<file path="src/rtl/sgs_pkg.sv">
package sgs_pkg;
  typedef enum logic [2:0] {
    ST_IDLE = 3'd0,
    ST_ON   = 3'd1,
    ST_OFF  = 3'd2,
    ST_TAIL = 3'd3,
    ST_DONE = 3'd4
  } sgs_state_e;

  function automatic int unsigned imax(input int unsigned a, input int unsigned b);
    return (a > b) ? a : b;
  endfunction
endpackage

</file>
<file path="src/rtl/sgs_len_regs.sv">
module sgs_len_regs #(
  parameter int unsigned ON_W    = 16,
  parameter int unsigned RATIO_W = 9,
  parameter int unsigned TAIL_W  = 24,
  localparam int unsigned OFF_W  = ON_W + RATIO_W
) (
  input  logic               clk_i,
  input  logic               rst_ni,
  input  logic               load_i,
  input  logic [ON_W-1:0]    on_ticks_i,
  input  logic [RATIO_W-1:0] ratio_i,
  input  logic [TAIL_W-1:0]  tail_ticks_i,
  output logic [ON_W-1:0]    on_len_o,
  output logic [OFF_W-1:0]   off_len_o,
  output logic [TAIL_W-1:0]  tail_len_o
);
  logic [RATIO_W-1:0] ratio_eff;
  logic [OFF_W-1:0]   off_prod;

  // zero ratio behaves as unity
  assign ratio_eff = (ratio_i == '0) ? RATIO_W'(1) : ratio_i;
  assign off_prod  = OFF_W'(on_ticks_i) * OFF_W'(ratio_eff);

  always_ff @(posedge clk_i or negedge rst_ni) begin
    if (!rst_ni) begin
      on_len_o   <= '0;
      off_len_o  <= '0;
      tail_len_o <= '0;
    end else if (load_i) begin
      on_len_o   <= on_ticks_i;
      off_len_o  <= off_prod;
      tail_len_o <= tail_ticks_i;
    end
  end

  AST_LEN_HELD: assert property (@(posedge clk_i) disable iff (!rst_ni)
    !load_i |=> $stable(off_len_o) && $stable(on_len_o) && $stable(tail_len_o));
endmodule

</file>
<file path="src/rtl/sgs_phase_timer.sv">
module sgs_phase_timer #(
  parameter int unsigned CNT_W = 25
) (
  input  logic             clk_i,
  input  logic             rst_ni,
  input  logic             load_i,
  input  logic [CNT_W-1:0] load_val_i,
  output logic             expire_o
);
  logic [CNT_W-1:0] cnt_q;

  always_ff @(posedge clk_i or negedge rst_ni) begin
    if (!rst_ni)             cnt_q <= '0;
    else if (load_i)         cnt_q <= load_val_i;
    else if (cnt_q != '0)    cnt_q <= cnt_q - CNT_W'(1);
  end

  assign expire_o = (cnt_q == '0);

  AST_NO_WRAP: assert property (@(posedge clk_i) disable iff (!rst_ni)
    (!load_i && cnt_q == '0) |=> (cnt_q == '0));
endmodule

</file>
<file path="src/rtl/sgs_ctrl.sv">
module sgs_ctrl
  import sgs_pkg::*;
#(
  parameter int unsigned ON_W   = 16,
  parameter int unsigned OFF_W  = 25,
  parameter int unsigned CYC_W  = 8,
  parameter int unsigned TAIL_W = 24,
  parameter int unsigned CNT_W  = 25
) (
  input  logic              clk_i,
  input  logic              rst_ni,
  input  logic              start_i,
  input  logic [ON_W-1:0]   on_ticks_i,
  input  logic [CYC_W-1:0]  cycles_i,
  input  logic [ON_W-1:0]   on_len_i,
  input  logic [OFF_W-1:0]  off_len_i,
  input  logic [TAIL_W-1:0] tail_len_i,
  input  logic              expire_i,
  output logic              accept_o,
  output logic              load_o,
  output logic [CNT_W-1:0]  load_val_o,
  output logic              gate_o,
  output logic              active_o,
  output logic              done_o
);
  sgs_state_e       state_q, state_d;
  logic [CYC_W-1:0] cyc_left_q, cyc_left_d;
  logic             zero_req;

  assign accept_o = start_i && (state_q == ST_IDLE);
  assign zero_req = (on_ticks_i == '0) || (cycles_i == '0);

  always_comb begin
    state_d    = state_q;
    cyc_left_d = cyc_left_q;
    load_o     = 1'b0;
    load_val_o = '0;
    unique case (state_q)
      ST_IDLE: if (accept_o) begin
        if (zero_req) begin
          state_d = ST_DONE;
        end else begin
          state_d    = ST_ON;
          cyc_left_d = cycles_i;
          load_o     = 1'b1;
          load_val_o = CNT_W'(on_ticks_i) - CNT_W'(1);
        end
      end
      ST_ON: if (expire_i) begin
        cyc_left_d = cyc_left_q - CYC_W'(1);
        if (cyc_left_q == CYC_W'(1)) begin
          if (tail_len_i != '0) begin
            state_d    = ST_TAIL;
            load_o     = 1'b1;
            load_val_o = CNT_W'(tail_len_i) - CNT_W'(1);
          end else begin
            state_d = ST_DONE;
          end
        end else begin
          state_d    = ST_OFF;
          load_o     = 1'b1;
          load_val_o = CNT_W'(off_len_i) - CNT_W'(1);
        end
      end
      ST_OFF: if (expire_i) begin
        state_d    = ST_ON;
        load_o     = 1'b1;
        load_val_o = CNT_W'(on_len_i) - CNT_W'(1);
      end
      ST_TAIL: if (expire_i) state_d = ST_DONE;
      ST_DONE: state_d = ST_IDLE;
      default: state_d = ST_IDLE;
    endcase
  end

  always_ff @(posedge clk_i or negedge rst_ni) begin
    if (!rst_ni) begin
      state_q    <= ST_IDLE;
      cyc_left_q <= '0;
    end else begin
      state_q    <= state_d;
      cyc_left_q <= cyc_left_d;
    end
  end

  assign gate_o   = (state_q == ST_ON);
  assign active_o = (state_q == ST_ON) || (state_q == ST_OFF) || (state_q == ST_TAIL);
  assign done_o   = (state_q == ST_DONE);

  // checker-side run counters
  logic             gate_d_q;
  logic [CNT_W-1:0] hi_run_q, lo_run_q;
  logic [CYC_W-1:0] pulses_q, cyc_tot_q;

  always_ff @(posedge clk_i or negedge rst_ni) begin
    if (!rst_ni) begin
      gate_d_q  <= 1'b0;
      hi_run_q  <= '0;
      lo_run_q  <= '0;
      pulses_q  <= '0;
      cyc_tot_q <= '0;
    end else begin
      gate_d_q <= gate_o;
      hi_run_q <= gate_o ? hi_run_q + CNT_W'(1) : '0;
      lo_run_q <= (active_o && !gate_o) ? lo_run_q + CNT_W'(1) : '0;
      if (accept_o) begin
        pulses_q  <= '0;
        cyc_tot_q <= cycles_i;
      end else if (gate_o && !gate_d_q) begin
        pulses_q <= pulses_q + CYC_W'(1);
      end
    end
  end

  AST_FIRST_ON: assert property (@(posedge clk_i) disable iff (!rst_ni)
    $rose(active_o) |-> gate_o);
  AST_ON_LEN: assert property (@(posedge clk_i) disable iff (!rst_ni)
    $fell(gate_o) |-> (hi_run_q == CNT_W'(on_len_i)));
  AST_OFF_LEN: assert property (@(posedge clk_i) disable iff (!rst_ni)
    ($rose(gate_o) && pulses_q != '0) |-> (lo_run_q == CNT_W'(off_len_i)));
  AST_PULSE_COUNT: assert property (@(posedge clk_i) disable iff (!rst_ni)
    (done_o && $past(active_o)) |-> (pulses_q == cyc_tot_q));
  AST_TAIL_LEN: assert property (@(posedge clk_i) disable iff (!rst_ni)
    (done_o && $past(active_o)) |-> (lo_run_q == CNT_W'(tail_len_i)));
  AST_DONE_ONE: assert property (@(posedge clk_i) disable iff (!rst_ni)
    done_o |=> !done_o);
  AST_GATE_IN_ACTIVE: assert property (@(posedge clk_i) disable iff (!rst_ni)
    gate_o |-> active_o);
  AST_BUSY_START: assert property (@(posedge clk_i) disable iff (!rst_ni)
    (start_i && (active_o || done_o)) |=> !$rose(active_o));
  AST_ZERO_QUIET: assert property (@(posedge clk_i) disable iff (!rst_ni)
    (accept_o && zero_req) |=> (done_o && !active_o && !gate_o));
endmodule

</file>
<file path="src/rtl/split_gate_seq.sv">
module split_gate_seq
  import sgs_pkg::*;
#(
  parameter int unsigned ON_W    = 16,
  parameter int unsigned RATIO_W = 9,
  parameter int unsigned CYC_W   = 8,
  parameter int unsigned TAIL_W  = 24
) (
  input  logic               clk_i,
  input  logic               rst_ni,
  input  logic               start_i,
  input  logic [ON_W-1:0]    on_ticks_i,
  input  logic [RATIO_W-1:0] ratio_i,
  input  logic [CYC_W-1:0]   cycles_i,
  input  logic [TAIL_W-1:0]  tail_ticks_i,
  output logic               gate_o,
  output logic               active_o,
  output logic               tx_hold_o,
  output logic               done_o
);
  localparam int unsigned OFF_W = ON_W + RATIO_W;
  localparam int unsigned CNT_W = imax(OFF_W, TAIL_W);

  logic              accept, load, expire;
  logic [CNT_W-1:0]  load_val;
  logic [ON_W-1:0]   on_len;
  logic [OFF_W-1:0]  off_len;
  logic [TAIL_W-1:0] tail_len;

  sgs_len_regs #(
    .ON_W(ON_W), .RATIO_W(RATIO_W), .TAIL_W(TAIL_W)
  ) u_len (
    .clk_i, .rst_ni,
    .load_i       (accept),
    .on_ticks_i, .ratio_i, .tail_ticks_i,
    .on_len_o     (on_len),
    .off_len_o    (off_len),
    .tail_len_o   (tail_len)
  );

  sgs_phase_timer #(.CNT_W(CNT_W)) u_timer (
    .clk_i, .rst_ni,
    .load_i     (load),
    .load_val_i (load_val),
    .expire_o   (expire)
  );

  sgs_ctrl #(
    .ON_W(ON_W), .OFF_W(OFF_W), .CYC_W(CYC_W), .TAIL_W(TAIL_W), .CNT_W(CNT_W)
  ) u_ctrl (
    .clk_i, .rst_ni, .start_i, .on_ticks_i, .cycles_i,
    .on_len_i   (on_len),
    .off_len_i  (off_len),
    .tail_len_i (tail_len),
    .expire_i   (expire),
    .accept_o   (accept),
    .load_o     (load),
    .load_val_o (load_val),
    .gate_o, .active_o, .done_o
  );

  assign tx_hold_o = active_o;

  AST_HOLD_TRACKS: assert property (@(posedge clk_i) disable iff (!rst_ni)
    (tx_hold_o == active_o) && !(done_o && active_o));
endmodule

</file>
<file path="config.mk">
export PLATFORM = sky130hd
export DESIGN_NAME = split_gate_seq
export DESIGN_NICKNAME = d
export VERILOG_FILES = /design/src/rtl/sgs_pkg.sv /design/src/rtl/sgs_len_regs.sv /design/src/rtl/sgs_phase_timer.sv /design/src/rtl/sgs_ctrl.sv /design/src/rtl/split_gate_seq.sv
export SDC_FILE = /design/constraint.sdc
export NUM_CORES = 1
export LEC_CHECK = 0
export ABC_CLOCK_PERIOD_IN_PS = 4300
export BUFFER_PORTS_ARGS = -buffer_cell sky130_fd_sc_hd__buf_2
export CORE_ASPECT_RATIO = 1.4
export CORE_MARGIN = 4
export CORE_UTILIZATION = 40
export CTS_CLUSTER_DIAMETER = 150
export DETAILED_ROUTE_END_ITERATION = 10
export GPL_ROUTABILITY_DRIVEN = 1
export PLACE_DENSITY_LB_ADDON = 0.12
export SKIP_LAST_GASP = 1
export SYNTH_ARGS = -nofsm -noshare
export SYNTH_HDL_FRONTEND = slang
export SYNTH_SLANG_ARGS = --single-unit
</file>
<file path="constraint.sdc">
create_clock -name clk_i -period 4.3 [get_ports clk_i]
set_clock_uncertainty 0.15 [all_clocks]
set_input_delay 0.645 -clock clk_i [delete_from_list [all_inputs] [get_ports clk_i]]
set_output_delay 0.645 -clock clk_i [all_outputs]
set_load 0.005 [all_outputs]
</file>
==> summary.md, run 1 <==
| Metric | Value |
|---|---|
| Fraction of registers with async set/reset | 100.0% |
| Mapped Avg Cell Area | 8.240 µm² |
| 1st-pass router iterations | 5 |
| Fraction of final layout cells with drive strength greater than 1 | 20.03% |
| Number of ports placed on the die boundary | 64 |
| Core region area | 0.02692 mm² |
| Class of the worst hold path | input pin to asynchronous set/reset pin |
| Run status | finished with violations |
| Maximum level of the CTS H-tree | 3 |
| Largest net degree at the start of global routing | 79 |
| Pleak | 0.006051 µW |
| Leading post-synthesis cells by instance count | nand2_1 (279), inv_1 (143), dfrtp_1 (101) |
| Simple-gate share of the synthesized area | 25.42% |
| Number of synthesized register bits | 101 |
| Leading area contributor after synthesis | dfrtp_1 |
| Measured slew at the worst slew-check pin | 0.8536 ns |
| F_max | 202.3 MHz |
| Remaining global-route overflow | 0 |
| Number of distinct library cells after synthesis | 74 |
| Placed Cells incl. Taps | 1793 |
| Hold Fails Final Rpt | 0 |
| Initial standard-cell utilization of the core | 40.53% |
| IO buf count | 63 |
| Global-route usage over all layers | 22.25% |
| Master of the slowest instance on the critical path | fa_1 |
| RSZ-0062 raised after global routing | true |
| Critical path fanouts, max | 6 |
| Weighted congestion at the end of routability-driven global placement | 0.8909 |
| Number of DRC markers in iteration 0 | 376 |
| Setup slack at placement | -1.205 ns |
| Share of the synthesized area in compound gates (AO/OA/AOI/OAI) | 11.52% |
| Type of the setup path with the least slack | input pin to flip-flop |
| Fin nets | 1662 |
| Residual DRC count | 0 |
| Nature of the critical path endpoint | flip-flop |
| Max-cap check violation count | 0 |
| First-pass GRT wire length | 52730 µm |
| Normalized max-slew margin | 42.57% |
| Most frequently used cell type in the post-synthesis netlist | nand2_1 |
| Chip width | 147.6 µm |
| Post-route design area | 0.01310 mm² |
| Cells along the critical path | buf_6, nor4_4, a21o_1, buf_6, nand2_2, fa_1, inv_1, fa_1, inv_1, fa_1, fa_1, inv_2, ha_4, o211ai_1, o211ai_1, nand3_1, or3_4, a31oi_4, xnor2_1, o21ai_1 |
| Number of clock sinks | 101 |
| Row count | 71 |
| Mean routed wirelength per cell | 17.79 µm |
| Pwr per Cell Area | 601.4 mW/mm² |
| CP arrival | 5.00 ns |
| Min Clock Period, post-route | 4.944 ns |
| Xor/xnor share of the synthesized area | 7.788% |
| Number of clock buffers inserted by TritonCTS | 9 |
| Violated checks | setup timing |
| Share of cell area taken by muxes after synthesis | 0.3785% |
| Vias in the first global route | 10.19k |
| Area of the die | 0.03002 mm² |
| Maximum buffer depth of the clock tree | 2 |
| Clock latency at the later pin of the worst-skew pair | 0.36 ns |
| Final setup viols | 16 |
| Initial antenna violation count | 2 |
| Final std cells w/o fill | 1818 |
| TritonCTS clock tree | built |
| Fin worst setup slack | -0.6438 ns |
| Proportion of netlist area held by the largest area contributor | 23.17% |
| Die Y-Extent | 203.4 µm |
| Post-synthesis instance area | 0.01091 mm² |
| Post-DP HPWL | 26310 µm |
| Number of diodes | 0 |
| Number of buffers inserted for hold repair after clock tree synthesis | 0 |
| Area grow syn2layout | 20.07% |
| Synth Instances | 1324 |
| Category of the worst setup path launch point | input pin |
| Most used flip-flop cell after synthesis | dfrtp_1 |
| Number of antenna-violating nets in the routed design | 0 |
| Adder-cell area share of the yosys netlist | 24.25% |
| Post-synth EDFFs | 0 |
| Root Buffer Master | clkbuf_16 |
| Dominant cells by area after synthesis | dfrtp_1 (23%), fa_1 (18%), nand2_1 (9.6%) |
| Cell Area, Placed | 0.01232 mm² |
| Delay of the slowest cell on the worst path | 0.50 ns |
| Yosys synthesis warning count | 0 |
| DR vias/cell | 5.226 |
| Cell mode on critical path | fa_1 |
| Register area share after synthesis | 23.17% |
| Main combinational cell family by area after synthesis | simple AND/OR/NAND/NOR gates |
| Count of vias placed by the detailed router | 9501 |
| Register clock-pin slew on the reported worst setup and hold paths | 0.06 ns |
| Post-Synthesis Net Count | 1536 |
| Worst IR drop on VDD | 0.3060 mV |
| Post-route fraction of the period consumed by the critical path | 115.0% |
| Total Routed Length | 32340 µm |
| Number of pins exceeding their max-slew limit in the final report | 0 |
| Worst endpoint required time | 4.36 ns |
[logic make-up after synthesis]
| group | count (synthesis) |
|---|---|
| flip-flops | 101 |
| buffers and inverters | 205 |
| adder cells (fa/ha/maj) | 152 |
| AO/OA/AOI/OAI | 185 |
| AND/OR/NAND/NOR | 580 |
| XOR/XNOR | 97 |
| multiplexers | 4 |
[power by group]
group	switching, µW	internal (µW)	total (µW)
Combinational	2600	2550	5150
Clock	353	461	814
Sequential	525	1390	1910
[worst max-delay path, delay by kind of cell]
family / cells / cell delay [ns]
buffers and inverters: 5 / 0.42
adders and majority gates: 5 / 2.15
xor gates and xnor gates: 1 / 0.14
AOI/OAI and AO/OA: 5 / 0.79
and+or+nand+nor: 4 / 0.84
[area by class of cell]
class | count | area, µm²
Timing Repair Buffer | 177 | 1265
Tap cell | 365 | 456.7
Clock buffer | 12 | 246.5
Clock inverter | 2 | 35.03
Inverter | 143 | 536.8
Multi-Input combinational cell | 1018 | 8031
Sequential cell | 101 | 2527
Fill cell | 2660 | 13820
[worst paths after layout]
kind	depth (start not counted)	startpoint	slack, ns	end
hold / removal	1	rst_ni	0.20	u_len.tail_len_o[0]
setup / recovery	20	ratio_i[2]	-0.64	u_len.off_len_o[17]
hold reg to reg	2	u_len.on_len_o[5]	0.37	u_len.on_len_o[5]
max in group asynchronous	2	rst_ni	2.99	u_len.off_len_o[7]
setup reg to reg	9	u_timer.cnt_q[0]	0.72	u_ctrl.cyc_left_q[0]
min in group clk_i	3	tail_ticks_i[11]	0.32	u_len.tail_len_o[11]
[sequential cells by signal, summed over array words and instances (netlist names)]
name / count
u_len.off_len_o: 25
u_timer.cnt_q: 25
u_len.tail_len_o: 24
u_len.on_len_o: 16
u_ctrl.cyc_left_q: 8
u_ctrl.state_q: 3
[per-stage QoR]
step / total power (µW) / hold WS (ns) / utilization [%] / setup TNS [ns]
2_1_floorplan: 4758 / 0.1994 / - / -12.22
3_3_place_gp: 6226 / 0.3521 / 45.77 / -15.34
3_5_place_dp: 6279 / 0.3580 / 45.77 / -16.96
4_1_cts: 7575 / 0.2402 / 48.07 / -8.438
5_1_grt: 8619 / 0.2775 / 48.66 / -11.14
6_report: 7878 / 0.2000 / 48.66 / -7.765
[repair_timing]
| action | 4_1_cts | 5_1_grt |
|---|---|---|
| gates cloned | 1 | 0 |
| buffers inserted | 8 | 5 |
| pin swaps | 60 | 37 |
| setup endpoints to repair | 17 | 19 |
| hold endpoints to repair | 0 | 0 |
| gates resized for setup | 67 | 33 |
[layout by cell type, fill, tap and decap left out, drive strengths merged, types with 4 or more instances in the layout]
cell and instances:
a211o 4, a211oi 12, a21o 11, a21oi 37, and2 67, and3 6, buf 177, clkbuf 12
dfrtp 101, fa 99, ha 53, inv 143, nand2 280, nand2b 11, nand3 24, nand3b 8
nand4 7, nor2 71, nor2b 4, nor3 38, nor3b 5, nor4 28, o211ai 6, o21ai 40
o221ai 5, o22ai 25, o31a 5, or3 16, or4 8, xnor2 50, xor2 47
[per-layer routing]
layer	GRT usage (%)	share of wire, %	up-vias
met5	0	0.022	-
met4	10.19	4.6	2
met3	1.800	2.9	74
met2	42.64	54	195
met1	24.72	39	4624
li1	-	-	4606
Note: power is estimated with default switching activity, not from simulation.
==> run 2: changes to the inputs <==
- CORE_ASPECT_RATIO: 1.4 -> unset
==> summary.md, run 2 (synthesis results as in run 1) <==
| Metric | Value |
|---|---|
| Maximum level of the CTS H-tree | 3 |
| Mean routed wirelength per cell | 17.24 µm |
| Maximum buffer depth of the clock tree | 2 |
| RR Endpoint | u_timer.cnt_q[3] |
| Fin nets | 1665 |
| Worst endpoint required time | 4.38 ns |
| Area of the die | 0.02998 mm² |
| 1st-pass router iterations | 5 |
| Cell Area, Placed | 0.01236 mm² |
| RSZ-0062 raised after global routing | true |
| Cells along the critical path | buf_8, nor4_4, a21o_2, buf_12, nand2_1, fa_1, inv_1, fa_1, fa_1, fa_1, ha_1, a21oi_2, o21ai_1, or3_4, o211ai_1, a31o_2, mux2i_1, nor3_2 |
| Final core utilization | 48.70% |
| Largest net degree at the start of global routing | 57 |
| Post-DP HPWL | 25000 µm |
| First-pass GRT wire length | 51000 µm |
| Initial standard-cell utilization of the core | 40.59% |
| Master of the slowest instance on the critical path | fa_1 |
| Global-route usage over all layers | 20.80% |
| Core region area | 0.02688 mm² |
| Type of the setup path with the least slack | input pin to flip-flop |
| Weighted congestion at the end of routability-driven global placement | 0.9304 |
| Register-to-register setup slack | 0.76 ns |
| Area grow syn2layout | 19.97% |
| Total chip power | 7893 µW |
| Number of ports placed on the die boundary | 64 |
| Pwr per Cell Area | 603.1 mW/mm² |
| Clock latency at the later pin of the worst-skew pair | 0.36 ns |
| Critical register-to-register path startpoint | u_timer.cnt_q[0] |
| Residual DRC count | 0 |
| Setup slack at placement | -1.221 ns |
| Number of antenna-violating nets in the routed design | 0 |
| Commonest non-fill, non-tap cell in the layout | nand2_1 |
| Chip width | 173.1 µm |
| Commonest non-fill, non-tap cells in the layout | nand2_1 (269), inv_1 (134), buf_4 (103), dfrtp_1 (101), fa_1 (96) |
| F_max | 201.4 MHz |
| Number of diodes | 0 |
| Max-cap check violation count | 0 |
| Run status | finished with violations |
| Largest registers in the final layout | u_len.off_len_o: 25 flops, u_timer.cnt_q: 25 flops, u_len.tail_len_o: 24 flops |
| Number of clock sinks | 101 |
| Hold Fails Final Rpt | 0 |
| Worst IR drop on VDD | 0.2859 mV |
| Root Buffer Master | clkbuf_16 |
| Count of vias placed by the detailed router | 9506 |
| DR vias/cell | 5.284 |
| Fraction of final layout cells with drive strength greater than 1 | 19.82% |
| Register clock-pin slew on the reported worst setup and hold paths | 0.08 ns |
| Critical path fanouts, max | 6 |
| Post-route fraction of the period consumed by the critical path | 115.5% |
| Measured slew at the worst slew-check pin | 0.8635 ns |
| Normalized max-slew margin | 41.90% |
| CP arrival | 5.05 ns |
| R2R depth | 9 |
| Initial antenna violation count | 1 |
| Number of DRC markers in iteration 0 | 506 |
| Violated checks | setup timing |
| Total Routed Length | 31020 µm |
| Delay of the slowest cell on the worst path | 0.56 ns |
| Post-route design area | 0.01309 mm² |
| Remaining global-route overflow | 0 |
| Category of the worst setup path launch point | input pin |
| Number of pins exceeding their max-slew limit in the final report | 0 |
| IO buf count | 63 |
| Cell mode on critical path | fa_1 |
| Vias in the first global route | 9659 |
| Number of buffers inserted for hold repair after clock tree synthesis | 0 |
| Pleak | 0.006100 µW |
| Fin worst setup slack | -0.6649 ns |
| Final setup viols | 16 |
| Number of clock buffers inserted by TritonCTS | 9 |
| Min Clock Period, post-route | 4.965 ns |
| Row count | 60 |
| Class of the worst hold path | input pin to asynchronous set/reset pin |
| Nature of the critical path endpoint | flip-flop |
| Die Y-Extent | 173.1 µm |
| TritonCTS clock tree | built |
==> run 2: changes by cell type in the layout (fill, tap and decap cells not counted), moves of 3 or more <==
cell	delta
buf_12	+5
buf_6	-4
ha_1	+4
ha_4	-4
inv_1	+4
inv_2	-4
clkinv_4	+3
inv_8	+3
==> run 2: worst max-delay path by stage <==
stage,start,endpoint,slack (ns),cells after the start
final,ratio_i[6],u_len.off_len_o[24],-0.66,18
after global routing,ratio_i[6],u_len.off_len_o[24],-0.83,18
after CTS,ratio_i[6],u_len.off_len_o[17],-0.74,20
after detailed placement,ratio_i[5],u_len.off_len_o[17],-1.22,20
after global placement,ratio_i[5],u_len.off_len_o[17],-1.16,20
after floorplan,ratio_i[1],u_len.off_len_o[24],-0.99,20
==> run 2: layout make-up <==
| class | count | area (µm²) |
|---|---|---|
| fillers | 2675 | 13790 |
| multi-input cells | 1018 | 7941 |
| flip-flops and latches | 101 | 2527 |
| repair buffers | 180 | 1340 |
| inverters | 143 | 536.8 |
| well taps | 341 | 426.7 |
| clock buffers | 9 | 225.2 |
| clock inverters | 7 | 90.09 |
==> run 2: critical path, delay by kind of cell <==
family                   cells  cell delay, ns
adder cells (fa/ha/maj)      5            2.29
AO/OA/AOI/OAI                5            0.87
AND/OR/NAND/NOR              4            0.73
buffers and inverters        3            0.29
multiplexers                 1            0.22
==> run 2: routing by layer <==
metal / part of all wire, % / track usage, % / vias up / routed length [µm]
li1: - / - / 4614 / -
met1: 48 / 30.11 / 4679 / 15020
met2: 47 / 34.27 / 185 / 14470
met3: 3.2 / 1.749 / 28 / 1003
met4: 1.7 / 4.490 / 0 / 525
met5: 0 / 0 / - / 0
==> run 2: power by group <==
| group | leakage (µW) | internal, µW | switching [µW] |
|---|---|---|---|
| sequential | 0.00120 | 1380 | 527 |
| clock | 0.000156 | 468 | 411 |
| combinational | 0.00475 | 2560 | 2550 |
| total | 0.00610 | 4410 | 3480 |
==> run 2: through the flow <==
step / std cells / hold WS [ns] / TNS (ns)
after floorplan: 1324 / 0.1994 / -12.22
after global placement: 1772 / 0.3503 / -15.57
after detailed placement: 1772 / 0.3593 / -16.91
after CTS: 1798 / 0.1691 / -9.270
after global routing: 1799 / 0.1957 / -10.66
final: 1799 / 0.1412 / -7.896
==> run 2: repair_timing <==
item	4_1_cts	5_1_grt
setup buffers	10	8
gates resized for setup	42	43
setup endpoints to repair	17	17
cloned	1	0
pin swaps	48	34
hold endpoints to repair	0	0
